--- src/rtl/ptp_tod_pkg.sv ---
package ptp_tod_pkg;
    localparam int FRAC_W = 8;
    localparam longint unsigned NS_PER_SEC = 64'd1_000_000_000;
    localparam longint unsigned SUBNS_PER_SEC = NS_PER_SEC << FRAC_W;
endpackage

--- src/rtl/ptp_tod_step.sv ---
// Normal advance path: the step minus the modulo is precomputed, so the wrap
// decision is the sign of a second adder running in parallel with the plain sum.
module ptp_tod_step #(
    parameter int ACC_W = 40,
    parameter int INC_W = 32
) (
    input  logic [ACC_W-1:0] acc_i,
    input  logic [INC_W-1:0] inc_i,
    input  logic [ACC_W:0]   pre_i,
    output logic [ACC_W-1:0] acc_o,
    output logic             wrap_o
);
    logic [ACC_W-1:0] sum;
    logic [ACC_W:0]   alt;

    always_comb begin
        sum    = acc_i + ACC_W'(inc_i);
        alt    = {1'b0, acc_i} + pre_i;
        wrap_o = ~alt[ACC_W];
        acc_o  = wrap_o ? alt[ACC_W-1:0] : sum;
    end
endmodule

--- src/rtl/ptp_tod_adjust.sv ---
// Correction path: adds step plus a signed nanosecond offset, then folds the
// result back into one second with a borrow or a carry.
module ptp_tod_adjust #(
    parameter int SEC_W = 48,
    parameter int ACC_W = 40,
    parameter int INC_W = 32,
    parameter int ADJ_W = 32,
    parameter int FRAC_W = 8,
    parameter logic [ACC_W-1:0] MOD = '0
) (
    input  logic [ACC_W-1:0]        acc_i,
    input  logic [INC_W-1:0]        inc_i,
    input  logic signed [ADJ_W-1:0] off_i,
    input  logic [SEC_W-1:0]        sec_i,
    output logic [ACC_W-1:0]        acc_o,
    output logic [SEC_W-1:0]        sec_o,
    output logic                    carry_o
);
    localparam int BASE_W = (ACC_W > ADJ_W + FRAC_W) ? ACC_W : ADJ_W + FRAC_W;
    localparam int W = BASE_W + 3;

    logic signed [W-1:0] acc_x, inc_x, off_x, mod_x, tot;

    always_comb begin
        acc_x   = $signed({{(W-ACC_W){1'b0}}, acc_i});
        inc_x   = $signed({{(W-INC_W){1'b0}}, inc_i});
        off_x   = W'(off_i) <<< FRAC_W;
        mod_x   = $signed({{(W-ACC_W){1'b0}}, MOD});
        tot     = acc_x + inc_x + off_x;
        acc_o   = ACC_W'(tot);
        sec_o   = sec_i;
        carry_o = 1'b0;
        if (tot[W-1]) begin
            acc_o = ACC_W'(tot + mod_x);
            sec_o = sec_i - SEC_W'(1);
        end else if (tot >= mod_x) begin
            acc_o   = ACC_W'(tot - mod_x);
            sec_o   = sec_i + SEC_W'(1);
            carry_o = 1'b1;
        end
    end
endmodule

--- src/rtl/ptp_tod_pps.sv ---
module ptp_tod_pps #(
    parameter int PPS_W = 24
) (
    input  logic             clk,
    input  logic             rst_n,
    input  logic             roll_i,
    input  logic [PPS_W-1:0] len_i,
    output logic             pps_o
);
    logic [PPS_W-1:0] cnt_d, cnt_q;
    logic             pps_d, pps_q;

    always_comb begin
        if (roll_i) begin
            pps_d = 1'b1;
            cnt_d = (len_i == '0) ? '0 : len_i - PPS_W'(1);
        end else begin
            pps_d = (cnt_q != '0);
            cnt_d = (cnt_q != '0) ? cnt_q - PPS_W'(1) : '0;
        end
    end

    always_ff @(posedge clk or negedge rst_n) begin
        if (!rst_n) begin
            cnt_q <= '0;
            pps_q <= 1'b0;
        end else begin
            cnt_q <= cnt_d;
            pps_q <= pps_d;
        end
    end

    assign pps_o = pps_q;
endmodule

--- src/rtl/ptp_tod_clock.sv ---
module ptp_tod_clock
    import ptp_tod_pkg::*;
#(
    parameter int SEC_W = 48,
    parameter int NS_W = 32,
    parameter int INC_W = 32,
    parameter int ADJ_W = 32,
    parameter int PPS_W = 24,
    parameter int unsigned STEP_RESET = 1280
) (
    input  logic             clk,
    input  logic             rst_n,
    input  logic             step_we,
    input  logic [INC_W-1:0] step_val,
    input  logic             load_we,
    input  logic [SEC_W-1:0] load_sec,
    input  logic [NS_W-1:0]  load_ns,
    input  logic             corr_req,
    input  logic [ADJ_W-1:0] corr_ns,
    input  logic [PPS_W-1:0] pulse_len,
    output logic             corr_done,
    output logic [SEC_W-1:0] tod_sec,
    output logic [NS_W-1:0]  tod_ns,
    output logic             sec_pulse
);
    localparam int ACC_W = NS_W + FRAC_W;
    localparam logic [ACC_W-1:0] MOD = ACC_W'(SUBNS_PER_SEC);
    localparam logic [ACC_W:0] PRE_RESET = (ACC_W+1)'(STEP_RESET) - {1'b0, MOD};

    typedef struct packed {
        logic [SEC_W-1:0] sec;
        logic [ACC_W-1:0] acc;
        logic [INC_W-1:0] inc;
        logic [ACC_W:0]   pre;
        logic             pend;
        logic [ADJ_W-1:0] off;
        logic             done;
    } tod_state_t;

    tod_state_t st_d, st_q;

    logic [ACC_W-1:0] step_acc, adj_acc;
    logic             step_wrap, adj_carry;
    logic [SEC_W-1:0] adj_sec;
    logic             apply, roll;

    ptp_tod_step #(.ACC_W(ACC_W), .INC_W(INC_W)) step_i (
        .acc_i  (st_q.acc),
        .inc_i  (st_q.inc),
        .pre_i  (st_q.pre),
        .acc_o  (step_acc),
        .wrap_o (step_wrap)
    );

    ptp_tod_adjust #(
        .SEC_W(SEC_W), .ACC_W(ACC_W), .INC_W(INC_W),
        .ADJ_W(ADJ_W), .FRAC_W(FRAC_W), .MOD(MOD)
    ) adjust_i (
        .acc_i   (st_q.acc),
        .inc_i   (st_q.inc),
        .off_i   ($signed(st_q.off)),
        .sec_i   (st_q.sec),
        .acc_o   (adj_acc),
        .sec_o   (adj_sec),
        .carry_o (adj_carry)
    );

    ptp_tod_pps #(.PPS_W(PPS_W)) pps_i (
        .clk    (clk),
        .rst_n  (rst_n),
        .roll_i (roll),
        .len_i  (pulse_len),
        .pps_o  (sec_pulse)
    );

    always_comb begin
        st_d  = st_q;
        roll  = 1'b0;
        apply = st_q.pend && !load_we;

        if (load_we) begin
            st_d.sec = load_sec;
            st_d.acc = {load_ns, {FRAC_W{1'b0}}};
        end else if (apply) begin
            st_d.sec = adj_sec;
            st_d.acc = adj_acc;
            roll     = adj_carry;
        end else begin
            st_d.sec = st_q.sec + SEC_W'(step_wrap);
            st_d.acc = step_acc;
            roll     = step_wrap;
        end

        if (step_we) begin
            st_d.inc = step_val;
            st_d.pre = (ACC_W+1)'(step_val) - {1'b0, MOD};
        end

        if (corr_req) begin
            st_d.pend = 1'b1;
            st_d.off  = corr_ns;
            st_d.done = 1'b0;
        end else if (apply) begin
            st_d.pend = 1'b0;
            st_d.done = 1'b1;
        end
    end

    always_ff @(posedge clk or negedge rst_n) begin
        if (!rst_n) begin
            st_q.sec  <= '0;
            st_q.acc  <= '0;
            st_q.inc  <= INC_W'(STEP_RESET);
            st_q.pre  <= PRE_RESET;
            st_q.pend <= 1'b0;
            st_q.off  <= '0;
            st_q.done <= 1'b1;
        end else begin
            st_q <= st_d;
        end
    end

    assign tod_sec   = st_q.sec;
    assign tod_ns    = st_q.acc[ACC_W-1:FRAC_W];
    assign corr_done = st_q.done;
endmodule

--- config.mk ---
export PLATFORM = sky130hd
export DESIGN_NAME = ptp_tod_clock
export DESIGN_NICKNAME = d
export VERILOG_FILES = /design/src/rtl/ptp_tod_pkg.sv /design/src/rtl/ptp_tod_step.sv /design/src/rtl/ptp_tod_adjust.sv /design/src/rtl/ptp_tod_pps.sv /design/src/rtl/ptp_tod_clock.sv
export SDC_FILE = /design/constraint.sdc
export NUM_CORES = 1
export LEC_CHECK = 0
export CORE_AREA = 2 2 302 185
export CTS_CLUSTER_SIZE = 25
export DETAILED_ROUTE_END_ITERATION = 10
export DIE_AREA = 0 0 304 187
export GPL_TIMING_DRIVEN = 0
export HOLD_SLACK_MARGIN = 0.1
export PLACE_DENSITY_LB_ADDON = 0.3
export SYNTH_ARGS = -nofsm -noshare
export SYNTH_HDL_FRONTEND = slang
export SYNTH_HIERARCHICAL = 1
export SYNTH_SLANG_ARGS = --single-unit
--- constraint.sdc ---
create_clock -name clk -period 21.5 [get_ports clk]
set_input_delay 4.3 -clock clk [delete_from_list [all_inputs] [get_ports clk]]
set_output_delay 4.3 -clock clk [all_outputs]
set_load 0.05 [all_outputs]
* Word-level counts from Yosys, hierarchy flattened *
Index checks and enable logic that the tools add are counted.

storage, ports and cells
  register bits after elaboration = 220
  input port bits = 173
  output and inout port bits = 82
  word-level logic and storage cells = 48

operators by class
  add/subtract/negate cells = 12
  $lt $le $gt $ge = 1
  equal/unequal tests = 1
  mux-type cells = 19
  bitwise gates (word level) = 1
  reductions and logical operators = 5

operators with widths
  cell                                                                 number
  two-way mux 88 bit                                                   2
  two-way mux 40 bit                                                   3
  two-way mux 48 bit                                                   2
  two-way mux 24 bit                                                   3
  adder 48 x 1 -> 48 bit                                               1
  adder 48 x 1 -> 48 bit, second input constant                        1
  subtractor 24 x 1 -> 24 bit, second input constant                   2
  subtractor 48 x 1 -> 48 bit, second input constant                   1
  adder 42 x 40 -> 43 bit                                              1
  greater-or-equal comparator 43 x 39 -> 1 bit, second input constant  1
  adder 40 x 32 -> 41 bit                                              1
  adder 40 x 41 -> 41 bit                                              1
  adder 40 x 32 -> 40 bit                                              1
  adder 40 x 39 -> 40 bit, second input constant                       1
  subtractor 40 x 39 -> 40 bit, second input constant                  1
  subtractor 32 x 38 -> 39 bit, second input constant                  1
  zero test 24 bit                                                     1
  nonzero test 24 bit                                                  1
  two-way mux 1 bit                                                    9
  inequality test 4 x 2 -> 1 bit, second input constant                1
  nonzero test 2 bit                                                   1
  logical AND 1 bit                                                    1
  zero test 1 bit                                                      1
  inverter 1 bit                                                       1

* Logic depth before layout (Yosys ltp) *
Gate-level depths: netlist (run 1).

  depth after elaboration = 8
  mapped depth = 34
  gate-level depth less buffers = 30

* Hierarchy *
Netlist (run 1), hierarchy kept.

by module, submodules not included
  module          instances  cells an instance  area each (um^2)  sequential area each (um^2)
  ptp_tod_clock   1          805                8605.8            4267.8
  ptp_tod_adjust  1          1032               6713.9            0.0
  ptp_tod_step    1          623                4321.6            0.0
  ptp_tod_pps     1          187                1764.2            625.6

* Worst setup path after synthesis (run 1) *
Ideal clock, no wire load.

  path kind = register to register
  start = reg st_q[107] in the netlist's numbering
  end = reg pps_i.cnt_q[10]
  library setup time = 0.082 ns
  data arrival time = 6.738 ns
  data required time = 21.418 ns
  path slack = 14.679 ns
  cell stages (with the launch flop) = 34
  path buffers = 5
  clock period less this slack = 6.821 ns
  cells stage by stage = dfrtp_1 ha_1 fa_1 and3_1 o21a_1 o21ba_2 o21ai_0 a21oi_1 a21oi_1 nor3_1 o31ai_1 a21oi_1 or4b_2 nand3_1 ha_1 clkbuf_1 a21o_1 a22o_1 o21ai_0 nand3_1 and3_1 clkbuf_1 or3_1 a211oi_1 o21ai_1 buf_2 nand2_1 inv_1 mux2i_1 nor2_1 or2_2 clkbuf_1 buf_4 o22ai_1

between the ends
  longest elaborated chain between the ends = 8
  elaborated cells between the ends (all ways) = 10
  those cells by class = 3 x add/sub; 1 x order compare; 5 x mux; 1 x bitwise

RTL lines
  item                                          line                  RTL
  start, declared                               ptp_tod_clock.sv:40   tod_state_t st_d, st_q;
  start signal, assigned                        ptp_tod_clock.sv:119  st_q <= st_d;
  adder 40 x 32 -> 41 bit (*)                   ptp_tod_adjust.sv:29  tot = acc_x + inc_x + off_x;
  adder 42 x 40 -> 43 bit (*)                   ptp_tod_adjust.sv:29
  greater-or-equal comparator 43 x 39 -> 1 bit  ptp_tod_adjust.sv:36  end else if (tot >= mod_x) begin
  two-way mux 1 bit                             ptp_tod_adjust.sv:36
  two-way mux 1 bit (*)                         ptp_tod_adjust.sv:33  if (tot[W-1]) begin
  via adj_carry                                 ptp_tod_clock.sv:43   logic step_wrap, adj_carry;
  two-way mux 1 bit (*)                         ptp_tod_clock.sv:84   end else if (apply) begin
  two-way mux 1 bit (*)                         ptp_tod_clock.sv:81   if (load_we) begin
  via roll                                      ptp_tod_clock.sv:45   logic apply, roll;
  two-way mux 24 bit (*)                        ptp_tod_pps.sv:14     if (roll_i) begin
  via pps_i.cnt_d[10]                           ptp_tod_pps.sv:10     logic [PPS_W-1:0] cnt_d, cnt_q;
  end signal, assigned                          ptp_tod_pps.sv:28     cnt_q <= cnt_d;
  end, declared                                 ptp_tod_pps.sv:10

The timed path passes the listed nets; every way through them passes the cells marked *.
A chain may end at the register's enable or synchronous reset.

* Final worst setup path (run 1) *
  start = reg st_q[76] in the netlist's numbering
  end = reg pps_i.cnt_q[14]

Same word-level chain as after synthesis.

==> results.cfg, run 1 <==
[outcome]
status = completed

[placement]
place_congestion = 0.9719
port_buffers = 253
dp.final_hpwl_um = 63960
placedCellCount = 3631

[clocking]
hold_buffers = 0
h-tree-depth = 4
cts_resized = 0
cts_buffers = 17
cts_buffer_depth = 2
root_buffer = clkbuf_16
clock-sinks = 195
path_clk_slew_ns = 0.08
post-cts-setup-buffer-count = 0
clock_latency_ns = 0.50
cts_tree = yes

[min_path]
hold_class = flip-flop to flip-flop
min_path_cells = 2

[sta]
tns_ns = 0
fmax_mhz = 101.0
fin_crit_ns = 9.901
relSlewSlack_pct = 35.26
hold_viol = 0
worstMarginPinSlew_ns = 0.9711
setup_violations = 0
final_max_slew_viol_count = 0
fin_skew_ns = 0.02463
timing.final.crit_share_pct = 46.05
rsz0062_at_grt = false

[layout]
area_growth_pct = 19.17
final_core_util_pct = 46.74
n_antenna_cell = 0
finalNonFillerCells = 3663
drive_above_1_share_pct = 9.935
layout.nets = 3252

[yosys]
ys_ff_latch = 195
synth.area.top_cells = dfrtp_1 22%, ha_1 8.7%, xnor2_1 7.8%
async_flop_share_pct = 100.0
ys_top_cells_by_count = 269 x nand2_1, 191 x o21ai_0, 190 x xnor2_1, 184 x dfrtp_1, 178 x a21oi_1
ys_seq_area_share_pct = 22.86
synth_cell_types = 104
post_synth.cell_area_avg_um2 = 8.087
synth.most_common_cell = nand2_1
yosysTopAreaCellShare_pct = 21.51
synth_edf_count = 0
synth_warnings = 6
yosysTopAreaCell = dfrtp_1
ys.flop_type = dfrtp_1
syn_inst = 2647
syn_area_mm2 = 0.02141

[worst_setup_path]
slowest_stage = a211oi_1
cp-start-kind = flip-flop
critPathRequiredTime_ns = 21.86
reg2regPathDepth = 30
path_max_fanout = 10
end_kind = flip-flop
cpPeakStageDelay_ns = 0.77
cp.arrival_ns = 10.26
crit_type = flip-flop to flip-flop

[route]
vias = 21688
wirelength_um = 79110
drtIter0Drc = 2364
drc = 0
routedWlPerCell_um = 21.60
vias_per_cell = 5.921
dr.pass1.iters = 6
postRouteAntennaNets = 0

[global_routing]
grtUsageTotal_pct = 27.28
antenna_found_initial = 1
grt_pass1_vias = 20261
grt_max_degree = 110
grt_pass1_wl_um = 121100
grt-ovfl-total = 0

[run]
drv_cap = 0

[floorplan]
start_util_pct = 39.22
rows = 67
die_h_um = 187
core-area_mm2 = 0.05457
die_w_um = 304
dieArea_mm2 = 0.05685
num_io_pins = 255
flip-flops by register name (all words and copies together), names as in the netlist:
signal       cells
corr_done        1
tod_ns          32
pps_i/pps_o      1
tod_sec         48
st_q            89
pps_i/cnt_q     24
final timing paths:
| path | startpoint | to | slack (ns) |
|---|---|---|---|
| setup / recovery | st_q[76]$_DFFE_PN0P_ | pps_i/cnt_q[14]$_DFF_PN0_ | 11.60 |
| hold / removal | st_q[52]$_DFFE_PN1P_ | st_q[52]$_DFFE_PN1P_ | 0.51 |
| setup reg to reg | st_q[76]$_DFFE_PN0P_ | pps_i/cnt_q[14]$_DFF_PN0_ | 11.60 |
| hold reg to reg | st_q[52]$_DFFE_PN1P_ | st_q[52]$_DFFE_PN1P_ | 0.51 |
| max in group asynchronous | rst_n | st_q[65]$_DFFE_PN0P_ | 16.66 |
| min in group asynchronous | rst_n | tod_sec[27]$_DFF_PN0_ | 3.78 |
metrics by stage:
step,instance area (um2),setup WS (ns),hold WS (ns)
after floorplan,21430,14.68,0.4465
after global placement,24870,7.474,0.4816
after detailed placement,24900,12.10,0.4853
after CTS,25510,12.04,0.5063
after global routing,25510,11.39,0.5281
final,25510,11.60,0.5092
layout make-up:
cell class	instances	area, um2
Buffer	191	1104
Clock buffer	18	439.2
Clock inverter	14	170.2
Fill cell	5347	29070
Inverter	60	225.2
Multi-Input combinational cell	2207	15210
Sequential cell	195	4893
Tap cell	724	905.9
Timing Repair Buffer	254	2565
layout by cell type (no fill, tap or decap), types with 10 or more instances in the layout:
cell type / instances
nand2_1: 269
clkdlybuf4s50_1: 252
o21ai_0: 191
xnor2_1: 190
dfrtp_1: 184
a21oi_1: 178
nor2_1: 177
ha_1: 149
xor2_1: 94
nand3_1: 87
buf_4: 83
nor3_1: 76
mux2_2: 75
clkbuf_1: 71
mux2i_1: 67
a21o_1: 60
inv_1: 58
o22ai_1: 39
and3_1: 36
nand4_1: 36
nor4_1: 31
nand2b_1: 29
or3_1: 28
a22oi_1: 28
nor2b_1: 26
a211oi_1: 24
buf_2: 18
o211ai_1: 17
clkbuf_16: 17
a31oi_1: 16
o21a_1: 15
or2_2: 14
o31ai_1: 13
and4_1: 12
and2_1: 12
buf_1: 12
o21bai_1: 12
a211o_1: 11
dfstp_2: 11
o21ai_1: 10
per-layer routing:
layer / up-vias / track usage (%) / share of wire [%]
met5: - / 0 / 0
met2: 990 / 37.05 / 39
li1: 10165 / - / -
met3: 83 / 5.257 / 8.6
met4: 0 / 6.449 / 1.7
met1: 10450 / 43.21 / 51
critical path: cells and delay by family (launching register included):
family                     cells  cell delay (ns)
DFF                            1             0.68
adders and majority gates      2             0.58
muxes                          1             0.07
xor gates and xnor gates       1             0.14
and+or+nand+nor                5             1.92
AOI/OAI and AO/OA             15             4.39
buffers and inverters          6             1.95
kinds of logic (layout without fill, tap and decap cells):
family | Yosys count | in the layout | synth area share [%]
fa+ha+maj | 153 | 153 | 9.083
flops | 195 | 195 | 22.86
other cells | 2 | 8 | 0.03508
compound gates | 726 | 726 | 22.04
simple gates | 893 | 893 | 21.00
mux | 142 | 142 | 7.079
xor+xnor | 285 | 285 | 11.70
buf+inv | 251 | 537 | 6.208
Power of run 1 is left out: the tool's default activity adds up to more than one toggle a clock period on the data nets, which glitch-free logic cannot reach.
==> run 2, diff against run 1 <==
Clock period 21.5 ns to 9.45 ns, I/O delays scaled along.
==> results.cfg, run 2 (synthesized netlist as in run 1, its figures left out) <==
[outcome]
status = completed

[clocking]
h-tree-depth = 4
root_buffer = clkbuf_16
cts_buffer_depth = 2
path_clk_slew_ns = 0.08
clock_latency_ns = 0.50
clock-sinks = 195
hold_buffers = 0
cts_tree = yes
cts_buffers = 17

[layout]
area_growth_pct = 19.32
layout_common_cells = 269 x nand2_1, 252 x clkdlybuf4s50_1, 191 x o21ai_0
drive_above_1_share_pct = 10.11
final_common_cell = nand2_1
layout.nets = 3252
multi_input_area_mm2 = 0.01524
fillers = 5348
n_antenna_cell = 0
ff_latch_area_mm2 = 0.004893
regMostFlops = st_q
largest_register_ffs = 89
finalNonFillerCells = 3663
final_core_util_pct = 46.80

[min_path]
hold_class = flip-flop to flip-flop
min_from = st_q[52]$_DFFE_PN1P_

[worst_setup_path]
worstReg2RegStart = st_q[76]$_DFFE_PN0P_
slowest_stage = dfrtp_1
end_kind = flip-flop
critPathRequiredTime_ns = 9.80
cp.arrival_ns = 9.42
cp-start-kind = flip-flop
path_max_fanout = 10
crit_type = flip-flop to flip-flop
startpoint = st_q[76]$_DFFE_PN0P_
cpPeakStageDelay_ns = 0.67

[placement]
placedCellCount = 3631
place_congestion = 0.9719
port_buffers = 253
dp.final_hpwl_um = 63960

[sta]
hold_viol = 0
setup_violations = 0
final_max_slew_viol_count = 0
tns_ns = 0
whs_ns = 0.5092
timing.final.crit_share_pct = 95.89
fin_skew_ns = 0.02376
worstMarginPinSlew_ns = 1.003
rsz0062_at_grt = false
fmax_mhz = 110.4
relSlewSlack_pct = 32.51
fin_crit_ns = 9.062

[global_routing]
grt_pass1_wl_um = 121200
antenna_found_initial = 1
grtUsageTotal_pct = 27.29
grt_pass1_vias = 20281
grt_max_degree = 110
grt-ovfl-total = 0

[route]
drtIter0Drc = 2304
wirelength_um = 79050
postRouteAntennaNets = 0
vias_per_cell = 5.924
vias = 21699
routedWlPerCell_um = 21.58
drc = 0
dr.pass1.iters = 6

[run]
drv_cap = 0

[floorplan]
start_util_pct = 39.22
dieArea_mm2 = 0.05685
core-area_mm2 = 0.05457
num_io_pins = 255
die_h_um = 187
die_w_um = 304
rows = 67
==> run 2: cell type report <==
cell class,instances,share of cell area (%)
clock inverters,14,0.6662
well taps,724,3.547
multi-input cells,2207,59.66
inverters,60,0.8818
plain buffers,191,4.321
flip-flops and latches,195,19.16
repair buffers,254,10.04
clock buffers,18,1.719
==> run 2: worst paths after layout <==
check,to,slack (ns),cells after the start
min in group asynchronous,tod_sec[23]$_DFF_PN0_,1.37,1
max in group asynchronous,st_q[66]$_DFFE_PN0P_,7.02,2
hold / removal,st_q[52]$_DFFE_PN1P_,0.51,2
setup / recovery,pps_i/cnt_q[14]$_DFF_PN0_,0.39,30
setup reg to reg,pps_i/cnt_q[14]$_DFF_PN0_,0.39,30
hold reg to reg,st_q[52]$_DFFE_PN1P_,0.51,2
==> run 2: critical path, delay by kind of cell (launching register included) <==
| kind | cells | cell delay, ns |
|---|---|---|
| compound gates | 15 | 4.12 |
| buf+inv | 6 | 1.86 |
| simple gates | 5 | 1.42 |
| flops | 1 | 0.67 |
| fa+ha+maj | 2 | 0.58 |
| xor+xnor | 1 | 0.14 |
| mux | 1 | 0.08 |
==> run 2: stage by stage <==
stage | cell area [um2] | setup slack, ns
final | 25540 | 0.3883
after global routing | 25540 | 0.01548
after CTS | 25510 | 0.2464
after detailed placement | 24900 | 0.04570
after global placement | 24870 | -2.166
after floorplan | 21430 | 2.629
==> run 2: repair_timing <==
item / in CTS / in global routing
resized for setup: 1 / 5
buffers inserted: 0 / 0
setup endpoints to repair: 5 / 24
==> run 2: routing by layer <==
| layer | part of all wire, % | track usage, % | vias up |
|---|---|---|---|
| met1 | 50 | 43.22 | 10466 |
| li1 | - | - | 10173 |
| met4 | 1.6 | 6.449 | 0 |
| met5 | 0 | 0 | - |
| met3 | 8.8 | 5.257 | 74 |
| met2 | 39 | 37.09 | 986 |
Power of run 2 is left out for the same reason.
==> run 3, diff against run 2 <==
Settings changed: SKIP_CTS_REPAIR_TIMING from default to 1.
==> results of run 3 <==
Same layout as run 2: the final DEF is identical, and so are final timing and power.
Main changes from that run: wire length of the first global-routing pass 121200 um -> 121100 um; via count of the first global-routing pass 20281 -> 20261; overall routing resource usage 27.29% -> 27.28%; met1 usage 43.22% -> 43.21%; met2 usage 37.09% -> 37.05%
Power of run 3 is left out for the same reason.
